==> src/rtl/ivs_pkg.sv <==
package ivs_pkg;

    // state word field positions
    localparam int EE_BIT = 0;
    localparam int CE_BIT = 1;
    localparam int ME_BIT = 2;
    localparam int PR_BIT = 3;

    // sources are numbered in priority order, slot 0 ranks highest
    localparam int NUM_SRC = 6;
    localparam int SRC_W   = $clog2(NUM_SRC);

    typedef enum logic [2:0] {
        ST_RUN,
        ST_TAKE_NC,
        ST_TAKE_CR,
        ST_RET_NC,
        ST_RET_CR
    } seq_state_t;

    // handler table index per slot
    function automatic int src_vec_idx(input int s);
        case (s)
            0:       return 1;   // machine check
            1:       return 0;   // critical input
            2:       return 11;  // watchdog
            3:       return 4;   // external
            4:       return 9;   // decrementer
            default: return 10;  // fixed interval
        endcase
    endfunction

    // state word bit that gates each slot
    function automatic int src_gate_bit(input int s);
        case (s)
            0:       return ME_BIT;
            1, 2:    return CE_BIT;
            default: return EE_BIT;
        endcase
    endfunction

    function automatic bit src_is_crit(input int s);
        return (s < 3);
    endfunction

    function automatic bit src_clears_me(input int s);
        return (s == 0);
    endfunction

endpackage

==> src/rtl/ivs_select.sv <==
module ivs_select #(
    parameter int NSRC  = 6,
    parameter int MSR_W = 32,
    localparam int SW   = $clog2(NSRC)
) (
    input  logic [NSRC-1:0]  raw,
    input  logic [MSR_W-1:0] msr,
    output logic             win_vld,
    output logic [SW-1:0]    win_src
);

    logic [NSRC-1:0] gated;

    generate
        for (genvar i = 0; i < NSRC; i++) begin : g_gate
            localparam int GB = ivs_pkg::src_gate_bit(i);
            assign gated[i] = raw[i] & msr[GB];
        end
    endgenerate

    // lowest slot number wins
    always_comb begin
        win_vld = 1'b0;
        win_src = '0;
        for (int i = NSRC - 1; i >= 0; i--) begin
            if (gated[i]) begin
                win_vld = 1'b1;
                win_src = SW'(i);
            end
        end
    end

endmodule

==> src/rtl/ivs_save_pair.sv <==
module ivs_save_pair #(
    parameter int AW = 32,
    parameter int SW = 32
) (
    input  logic          clk,
    input  logic          rst_n,
    input  logic          cap_en,
    input  logic [AW-1:0] pc_in,
    input  logic [SW-1:0] st_in,
    output logic [AW-1:0] pc_q,
    output logic [SW-1:0] st_q
);

    always_ff @(posedge clk or negedge rst_n) begin
        if (!rst_n) begin
            pc_q <= '0;
            st_q <= '0;
        end else if (cap_en) begin
            pc_q <= pc_in;
            st_q <= st_in;
        end
    end

    AST_PAIR_HELD: assert property (@(posedge clk) disable iff (!rst_n)
        !cap_en |=> ($stable(pc_q) && $stable(st_q)));

endmodule

==> src/rtl/intr_vector_seq.sv <==
module intr_vector_seq #(
    parameter int                ADDR_W     = 32,
    parameter int                MSR_W      = 32,
    parameter int unsigned       VEC_STEP   = 256,
    parameter logic [ADDR_W-1:0] FLASH_BASE = 'hE000_0000,
    parameter logic [MSR_W-1:0]  MSR_RESET  = '0
) (
    input  logic              clk,
    input  logic              rst_n,
    input  logic              mchk_req,
    input  logic              crit_req,
    input  logic              wdog_sts,
    input  logic              wdog_ie,
    input  logic              ext_req,
    input  logic              dec_sts,
    input  logic              dec_ie,
    input  logic              fit_sts,
    input  logic              fit_ie,
    input  logic [ADDR_W-1:0] pc_next,
    input  logic              vec_base_sel,
    input  logic              rfi_strobe,
    input  logic              rfci_strobe,
    input  logic              msr_wr_en,
    input  logic [MSR_W-1:0]  msr_wr_data,
    output logic              redirect_vld,
    output logic [ADDR_W-1:0] redirect_addr,
    output logic [MSR_W-1:0]  state_word,
    output logic [ADDR_W-1:0] nc_save_pc,
    output logic [MSR_W-1:0]  nc_save_state,
    output logic [ADDR_W-1:0] cr_save_pc,
    output logic [MSR_W-1:0]  cr_save_state
);
    import ivs_pkg::*;

    localparam int NPAIR   = 2;
    localparam int PAIR_NC = 0;
    localparam int PAIR_CR = 1;

    seq_state_t        state_q, state_d;
    logic [MSR_W-1:0]  msr_q, msr_d;
    logic [ADDR_W-1:0] tgt_q, tgt_d;
    logic [NUM_SRC-1:0] raw_req;
    logic              win_vld;
    logic [SRC_W-1:0]  win_src;
    logic              win_crit;
    logic [ADDR_W-1:0] vec_base, vec_addr;
    logic [MSR_W-1:0]  entry_msr;
    logic [NPAIR-1:0]  cap;
    logic [ADDR_W-1:0] pair_pc [NPAIR];
    logic [MSR_W-1:0]  pair_st [NPAIR];

    // request levels in priority slot order
    assign raw_req = {fit_sts & fit_ie, dec_sts & dec_ie, ext_req,
                      wdog_sts & wdog_ie, crit_req, mchk_req};

    ivs_select #(.NSRC(NUM_SRC), .MSR_W(MSR_W)) u_select (
        .raw     (raw_req),
        .msr     (msr_q),
        .win_vld (win_vld),
        .win_src (win_src)
    );

    generate
        for (genvar g = 0; g < NPAIR; g++) begin : g_pair
            ivs_save_pair #(.AW(ADDR_W), .SW(MSR_W)) u_pair (
                .clk    (clk),
                .rst_n  (rst_n),
                .cap_en (cap[g]),
                .pc_in  (pc_next),
                .st_in  (msr_q),
                .pc_q   (pair_pc[g]),
                .st_q   (pair_st[g])
            );
        end
    endgenerate

    // handler address and entry state word for the current winner
    always_comb begin
        win_crit  = src_is_crit(int'(win_src));
        vec_base  = vec_base_sel ? FLASH_BASE : '0;
        vec_addr  = vec_base + ADDR_W'(VEC_STEP) * ADDR_W'(src_vec_idx(int'(win_src)) + 1);
        entry_msr = msr_q;
        entry_msr[EE_BIT] = 1'b0;
        entry_msr[PR_BIT] = 1'b0;
        if (win_crit) begin
            entry_msr[CE_BIT] = 1'b0;
        end
        if (src_clears_me(int'(win_src))) begin
            entry_msr[ME_BIT] = 1'b0;
        end
    end

    // state register
    always_ff @(posedge clk or negedge rst_n) begin
        if (!rst_n) begin
            state_q <= ST_RUN;
        end else begin
            state_q <= state_d;
        end
    end

    // next state: returns first, then entries
    always_comb begin
        state_d = ST_RUN;
        unique case (state_q)
            ST_RUN: begin
                if (rfci_strobe) begin
                    state_d = ST_RET_CR;
                end else if (rfi_strobe) begin
                    state_d = ST_RET_NC;
                end else if (win_vld) begin
                    state_d = win_crit ? ST_TAKE_CR : ST_TAKE_NC;
                end else begin
                    state_d = ST_RUN;
                end
            end
            ST_TAKE_NC: state_d = ST_RUN;
            ST_TAKE_CR: state_d = ST_RUN;
            ST_RET_NC:  state_d = ST_RUN;
            ST_RET_CR:  state_d = ST_RUN;
            default:    state_d = ST_RUN;
        endcase
    end

    // datapath updates decided in RUN
    always_comb begin
        msr_d = msr_q;
        tgt_d = tgt_q;
        cap   = '0;
        if (state_q == ST_RUN) begin
            unique case (state_d)
                ST_RET_CR: begin
                    msr_d = pair_st[PAIR_CR];
                    tgt_d = pair_pc[PAIR_CR];
                end
                ST_RET_NC: begin
                    msr_d = pair_st[PAIR_NC];
                    tgt_d = pair_pc[PAIR_NC];
                end
                ST_TAKE_CR: begin
                    cap[PAIR_CR] = 1'b1;
                    msr_d = entry_msr;
                    tgt_d = vec_addr;
                end
                ST_TAKE_NC: begin
                    cap[PAIR_NC] = 1'b1;
                    msr_d = entry_msr;
                    tgt_d = vec_addr;
                end
                default: begin
                    if (msr_wr_en) begin
                        msr_d = msr_wr_data;
                    end
                end
            endcase
        end
    end

    always_ff @(posedge clk or negedge rst_n) begin
        if (!rst_n) begin
            msr_q <= MSR_RESET;
            tgt_q <= '0;
        end else begin
            msr_q <= msr_d;
            tgt_q <= tgt_d;
        end
    end

    // outputs
    always_comb begin
        redirect_vld  = (state_q != ST_RUN);
        redirect_addr = tgt_q;
        state_word    = msr_q;
        nc_save_pc    = pair_pc[PAIR_NC];
        nc_save_state = pair_st[PAIR_NC];
        cr_save_pc    = pair_pc[PAIR_CR];
        cr_save_state = pair_st[PAIR_CR];
    end

    AST_PULSE_ONE: assert property (@(posedge clk) disable iff (!rst_n)
        redirect_vld |=> !redirect_vld);

    AST_MASKED_NO_TAKE: assert property (@(posedge clk) disable iff (!rst_n)
        (!redirect_vld && !state_word[EE_BIT] && !state_word[CE_BIT] && !state_word[ME_BIT]
         && !rfi_strobe && !rfci_strobe) |=> !redirect_vld);

    AST_VEC_ALIGNED: assert property (@(posedge clk) disable iff (!rst_n)
        (state_q == ST_TAKE_NC || state_q == ST_TAKE_CR) |-> (redirect_addr[7:0] == 8'h00));

    AST_ENTRY_MASKS: assert property (@(posedge clk) disable iff (!rst_n)
        (state_q == ST_TAKE_NC || state_q == ST_TAKE_CR)
        |-> (!state_word[EE_BIT] && !state_word[PR_BIT]));

    AST_CRIT_CLEARS_CE: assert property (@(posedge clk) disable iff (!rst_n)
        (state_q == ST_TAKE_CR) |-> !state_word[CE_BIT]);

    AST_NC_PAIR_KEPT: assert property (@(posedge clk) disable iff (!rst_n)
        (state_q == ST_TAKE_CR) |-> ($stable(nc_save_pc) && $stable(nc_save_state)));

    AST_RET_EXACT: assert property (@(posedge clk) disable iff (!rst_n)
        (state_q == ST_RET_NC) |-> (state_word == nc_save_state && redirect_addr == nc_save_pc));

endmodule

==> config.mk <==
export PLATFORM = sky130hd
export DESIGN_NAME = intr_vector_seq
export DESIGN_NICKNAME = d
export VERILOG_FILES = /design/src/rtl/ivs_pkg.sv /design/src/rtl/ivs_select.sv /design/src/rtl/ivs_save_pair.sv /design/src/rtl/intr_vector_seq.sv
export SDC_FILE = /design/constraint.sdc
export NUM_CORES = 1
export LEC_CHECK = 0
export BUFFER_PORTS_ARGS = -buffer_cell sky130_fd_sc_hd__buf_2
export CAP_MARGIN = 40
export CORE_MARGIN = 2
export CORE_UTILIZATION = 40
export CTS_CLUSTER_DIAMETER = 50
export DETAILED_ROUTE_END_ITERATION = 16
export PLACE_DENSITY = 0.76
export SYNTH_ARGS = -nofsm -noshare
export SYNTH_HDL_FRONTEND = slang
export SYNTH_SLANG_ARGS = --single-unit
==> constraint.sdc <==
create_clock -name clk -period 3.1 [get_ports clk]
set_input_delay 0.31 -clock clk [delete_from_list [all_inputs] [get_ports clk]]
set_output_delay 0.31 -clock clk [all_outputs]
set_load 0.005 [all_outputs]
### Word level (Yosys, flattened, before mapping)

Cells that the tools add are included.

| storage, ports and cells | value |
|---|---|
| register bits | 195 |
| input bits | 79 |
| output and inout bits | 193 |
| logic and storage cells | 73 |

| operators by class | value |
|---|---|
| add/subtract/negate cells | 2 |
| magnitude comparators | 1 |
| eq/ne operators | 10 |
| muxes and demuxes | 27 |
| bitwise gates (word level) | 10 |
| reductions and logical operators | 13 |

Operator list:

| cell | number |
|---|---|
| $pmux 32 s3 | 2 |
| $mux 32 | 2 |
| $add 32x32->32 | 1 |
| $add 24x2->24 const B | 1 |
| $mux 3 | 8 |
| $pmux 4 s5 | 1 |
| $eq 3x2->1 const B | 4 |
| $mux 1 | 10 |
| $and 1x1->1 | 9 |
| $logic_not 3->1 | 3 |
| $reduce_and 3->1 | 3 |
| $reduce_bool 3->1 | 3 |
| $mux 2 | 4 |
| $eq 3x1->1 const B | 2 |
| $eq 3x3->1 const B | 2 |
| $ne 2x1->1 const B | 2 |
| $reduce_and 2->1 | 2 |
| $reduce_bool 4->1 | 1 |
| $lt 3x2->1 const B | 1 |
| $reduce_or 2->1 | 1 |
| $not 1->1 | 1 |

### Logic depth before layout (Yosys ltp)

| depth | value |
|---|---|
| word-level depth | 18 |
| depth in mapped cells | 9 |
| gate-level depth less buffers | 8 |

### Modules after synthesis

Synthesis repeated with hierarchy kept, for this count alone.

| second synthesis, totals | value |
|---|---|
| cell total of the unflattened synthesis | 651 |
| area, all modules | 8763.4 sq um |

By module, submodules not included:

| module | instances | cells an instance | area an instance (sq um) | seq. area each (sq um) |
|---|---|---|---|---|
| ivs_save_pair | 2 | 135 | 2678.8 | 1601.5 |
| intr_vector_seq | 1 | 369 | 3328.2 | 1676.6 |
| ivs_select | 1 | 12 | 77.6 | 0.0 |

### Least setup slack after synthesis

OpenSTA, ideal clock, no wires.

| path | value |
|---|---|
| path type | reg2reg |
| start | register msr_q[1] (netlist: state_word[1]) |
| end | register g_pair[0].u_pair.pc_q[0] |
| library setup time | 0.125 ns |
| arrival | 1.903 ns |
| path slack | 1.072 ns |
| stages on the path, launching flop included | 7 |
| path buffers | 2 |
| clock period less this slack | 2.028 ns |
| path through | dfrtp_1 clkbuf_1 a22oi_2 nand4_1 nor2_1 buf_4 mux2_2 |

| between the ends | value |
|---|---|
| cells in the longest elaborated chain, start to end | 13 |
| elaborated cells between the ends (all ways) | 17 |

Ends and longest elaborated chain:

| element | line | text |
|---|---|---|
| start: declaration | intr_vector_seq.sv:40 | `logic [MSR_W-1:0] msr_q, msr_d;` |
| start signal: assignment | intr_vector_seq.sv:164 | `msr_q <= msr_d;` |
| $and 1x1->1 | ivs_select.sv:17 | `assign gated[i] = raw[i] & msr[GB];` |
| $mux 3 (3 in a row) | ivs_select.sv:26 | `if (gated[i]) begin` |
| $lt 3x2->1 | ivs_pkg.sv:43 | `return (s < 3);` |
| $mux 2 | intr_vector_seq.sv:112 | `state_d = win_crit ? ST_TAKE_CR : ST_TAKE_NC;` |
| $mux 2 (*) | intr_vector_seq.sv:111 | `end else if (win_vld) begin` |
| $mux 2 (*) | intr_vector_seq.sv:109 | `end else if (rfi_strobe) begin` |
| $mux 3 (*) | intr_vector_seq.sv:107 | `if (rfci_strobe) begin` |
| $mux 3 (*) | intr_vector_seq.sv:105 | `unique case (state_q)` |
| $eq 3x1->1 (*) | intr_vector_seq.sv:131 | `unique case (state_d)` |
| $mux 1 (*) | intr_vector_seq.sv:131 |  |
| $mux 2 (*) | intr_vector_seq.sv:130 | `if (state_q == ST_RUN) begin` |
| end signal: assignment | ivs_save_pair.sv:19 | `pc_q <= pc_in;` |
| end: declaration | ivs_save_pair.sv:10 | `output logic [AW-1:0] pc_q,` |

Every way passes the cells marked *; elsewhere a longest branch is shown, timed or not.
A chain may end at the register's enable or synchronous reset.

### Final worst setup path

| path | value |
|---|---|
| start | register msr_q[1] (netlist: state_word[1]) |
| end | register g_pair[0].u_pair.pc_q[24] |

The elaborated chain is that of the path after synthesis.

==> results.toml <==
[setup_path]
worstPathCellList = "a22oi_2, nand4_1, nor2_4, buf_12, mux2_2"
startpoint = "state_word[1]$_DFFE_PN0P_"
worstSetupPathType = "flop to flop"
reg2reg_slack_ps = 690
path_max_fanout = 27
endpoint_kind = "flop"
reg2reg_to = "g_pair[0].u_pair.pc_q[24]$_DFFE_PN0P_"
start_kind = "flop"
r2r_cells = 5
critPathRequiredTime_ps = 3400
max_stage_delay_ps = 490
crit_end = "g_pair[0].u_pair.pc_q[24]$_DFFE_PN0P_"
arrival_ps = 2710
r2r_start = "state_word[1]$_DFFE_PN0P_"
slowest_stage = "dfrtp_1"

[pwr]
seqPwrFrac_pct = 43.7
share_clk_of_total_power_pct = 19.7
p_sw_share_pct = 35.6
internal_power_mw = 6.77
peakVddDrop_v = 0.000444
power.switching_mw = 3.74
p_leak_nw = 5.21
power_density_nw_per_um2 = 1000
power_frac_comb_pct = 36.6

[cells_and_area]
multi_input_area_sq_um = 3050
num-fill-cells = 1829
final_cells = 1169
nNetsFinal = 964
fin_util_pct = 51.8
regArea_sq_um = 4880
area_delta_synth_final_pct = 27.1
layout-drive-gt1-share_pct = 51.3

[timing]
maxSlewViolCount = 0
relSlewSlack_pct = 51.7
clock-skew-final_ps = 8.00
finalHoldViolCount = 0
setup_viol = 0
min_period_ps = 2410
fin_tns_setup_ps = 0
max_freq_mhz = 415
post-route-period-util_pct = 77.7
rsz0062_at_grt = "no"
worstMarginPinSlew_ps = 724

[clock_tree]
cts_tree = "built"
htree_num_levels = 4
root_buffer = "clkbuf_16"
clk_pin_slew_ps = 70
cts.sink_count = 195
clockBufferDepth = 2
cts_buffers = 17
ctsResizeCount = 0
insertion_delay_ps = 420

[floorplan]
start_util_pct = 40.8
die-area_sq_um = 21800
core_area_sq_um = 20200
num_rows = 52
ios = 272
fp.dieH_um = 148
die_x_um = 148

[logic_synthesis]
synth_cell_type_count = 39
syn_inst = 619
synth-seq-cells = 195
ys_warn_count = 0
synth_top_area_share_pct = 59.1
syn_avg_cell_area_sq_um = 13.3
syn_nets = 699
yosys.area.top_type = "dfrtp_1"
synth_area_sq_um = 8250
synth_area_leaders = "dfrtp_1, mux2_2, a222oi_1"
ys_seq_area_share_pct = 59.1

[drt]
route.detailed.drc = 0
ant_nets = 0
vias = 6163
dr.pass1.iters = 7
wl_per_cell_um = 19.1
drtIter0Drc = 378
routed_wl_um = 22300
vias_per_cell = 5.27

[grt]
grt.overflow.total = 0
antenna_found_initial = 2
grt_max_degree = 91
grtUsageTotal_pct = 20.3
grt_pass1_wl_um = 34500
grt_pass1_vias = 6074

[outcome]
status = "finished clean"

[worst_hold_path]
holdCritPathClass = "input pin to flop"

[job]
cap_viol_max_count = 0

[placement]
hpwl_um = 15500
place_inst = 1134
io_buffers = 271
gp_congestion = 0.817
[logic make-up (layout without fill, tap and decap cells)]
group           count (synthesis)  count (layout)  synth area share [%]
mux                           160             160                  21.4
buf+inv                        74             352                  4.29
compound gates                 96              96                  10.2
simple gates                   93              93                  4.82
fa+ha+maj                       1               1                 0.152
flops                         195             195                  59.1
other cells                     0               2                     0
[Yosys cell counts, drive strengths merged]
master	count
mux2i	31
nor2	59
nand4	2
and2	1
a211oi	2
inv	32
or2	3
o21a	1
a21o	2
o211ai	1
a221o	1
dfrtp	195
buf	27
a22oi	1
nand2b	4
ha	1
a22o	1
nand3	3
a32oi	1
a222oi	32
nor3	3
o221a	3
nor2b	1
o21ai	4
nand2	16
a2111oi	1
o2bb2ai	1
a31oi	4
clkbuf	14
and3	1
a221oi	27
clkinv	1
a21oi	14
mux2	129
[routing by layer]
layer / track usage, % / vias up / part of all wire [%] / wire (um)
met2: 31.5 / 217 / 48 / 10700
met5: 0 / - / 0 / 0
li1: - / 2825 / - / -
met1: 27.8 / 3088 / 43 / 9550
met3: 4.81 / 33 / 6.4 / 1430
met4: 7.60 / 0 / 2.5 / 568
[flip-flops by register name, summed over array words and instances (netlist names)]
register / cells
g_pair.u_pair.st_q: 64
state_word: 32
redirect_addr: 32
g_pair.u_pair.pc_q: 64
state_q: 3
[area by class of cell]
class | count | share of cell area [%]
well taps | 270 | 3.22
multi-input cells | 350 | 29.1
diodes | 2 | 0.0477
inverters | 33 | 1.18
repair buffers | 287 | 14.8
clock inverters | 12 | 0.907
flip-flops and latches | 195 | 46.5
clock buffers | 20 | 4.26
[power by group through the flow]
stage	clock [mW]	sequential (mW)	combinational, mW
after floorplan	0	4.57	2.02
after global placement	0	4.58	3.81
after detailed placement	0	4.63	3.90
after CTS	2.13	4.59	3.91
after global routing	2.24	4.76	4.22
final	2.07	4.59	3.85
[layout by cell type, fill, tap and decap left out, types with 2 or more instances in the layout]
master	synthesis	final
clkinv_2	0	3
nand3_1	3	3
clkinvlp_4	0	3
mux2i_1	31	31
o221a_2	3	3
nand4_1	2	2
nand2b_1	4	4
inv_6	0	4
a222oi_1	32	32
a221oi_1	27	27
inv_8	0	2
a21oi_4	0	2
inv_1	32	32
a21oi_1	13	12
or2_2	3	3
o21ai_0	4	4
mux2_2	129	129
diode_2	0	2
a21o_1	2	2
nand2_1	16	16
nor2_1	59	57
dfrtp_1	195	195
clkbuf_8	0	2
buf_4	12	10
a31oi_1	4	4
clkbuf_1	14	2
clkbuf_16	0	17
buf_12	0	5
buf_2	13	270
[worst min-delay path by stage]
| stage | start | to | slack (ps) | cells after the start |
|---|---|---|---|---|
| global route | pc_next[17] | g_pair[1].u_pair.pc_q[17]$_DFFE_PN0P_ | 110 | 2 |
| CTS | pc_next[17] | g_pair[1].u_pair.pc_q[17]$_DFFE_PN0P_ | 100 | 2 |
| detailed placement | rst_n | g_pair[1].u_pair.st_q[9]$_DFFE_PN0P_ | 420 | 1 |
| floorplan | rst_n | g_pair[0].u_pair.pc_q[0]$_DFFE_PN0P_ | 10 | 0 |
| finish | pc_next[17] | g_pair[1].u_pair.pc_q[17]$_DFFE_PN0P_ | 130 | 2 |
| global placement | rst_n | g_pair[1].u_pair.st_q[9]$_DFFE_PN0P_ | 420 | 1 |
[critical path, delay by kind of cell (launching register included)]
family | cells | cell delay (ps)
flip-flops | 1 | 490
buffers and inverters | 1 | 270
multiplexers | 1 | 350
AND/OR/NAND/NOR | 2 | 720
AO/OA/AOI/OAI | 1 | 430
[what timing repair did]
| action | in CTS | in global routing |
|---|---|---|
| hold buffers | 1 | 0 |
| hold endpoints to repair | 86 | 0 |
| setup buffers | 0 | 0 |
[through the flow]
| stage | setup WS, ps | instance area (sq um) | hold WS (ps) | power, mW |
|---|---|---|---|---|
| floorplan | 1070 | 8250 | 14.4 | 6.59 |
| global placement | 688 | 9930 | 423 | 8.39 |
| detailed placement | 611 | 9930 | 425 | 8.53 |
| CTS | 682 | 10500 | 103 | 10.6 |
| global route | 500 | 10500 | 111 | 11.2 |
| finish | 692 | 10500 | 126 | 10.5 |
Power figures use the tool's default switching activity.
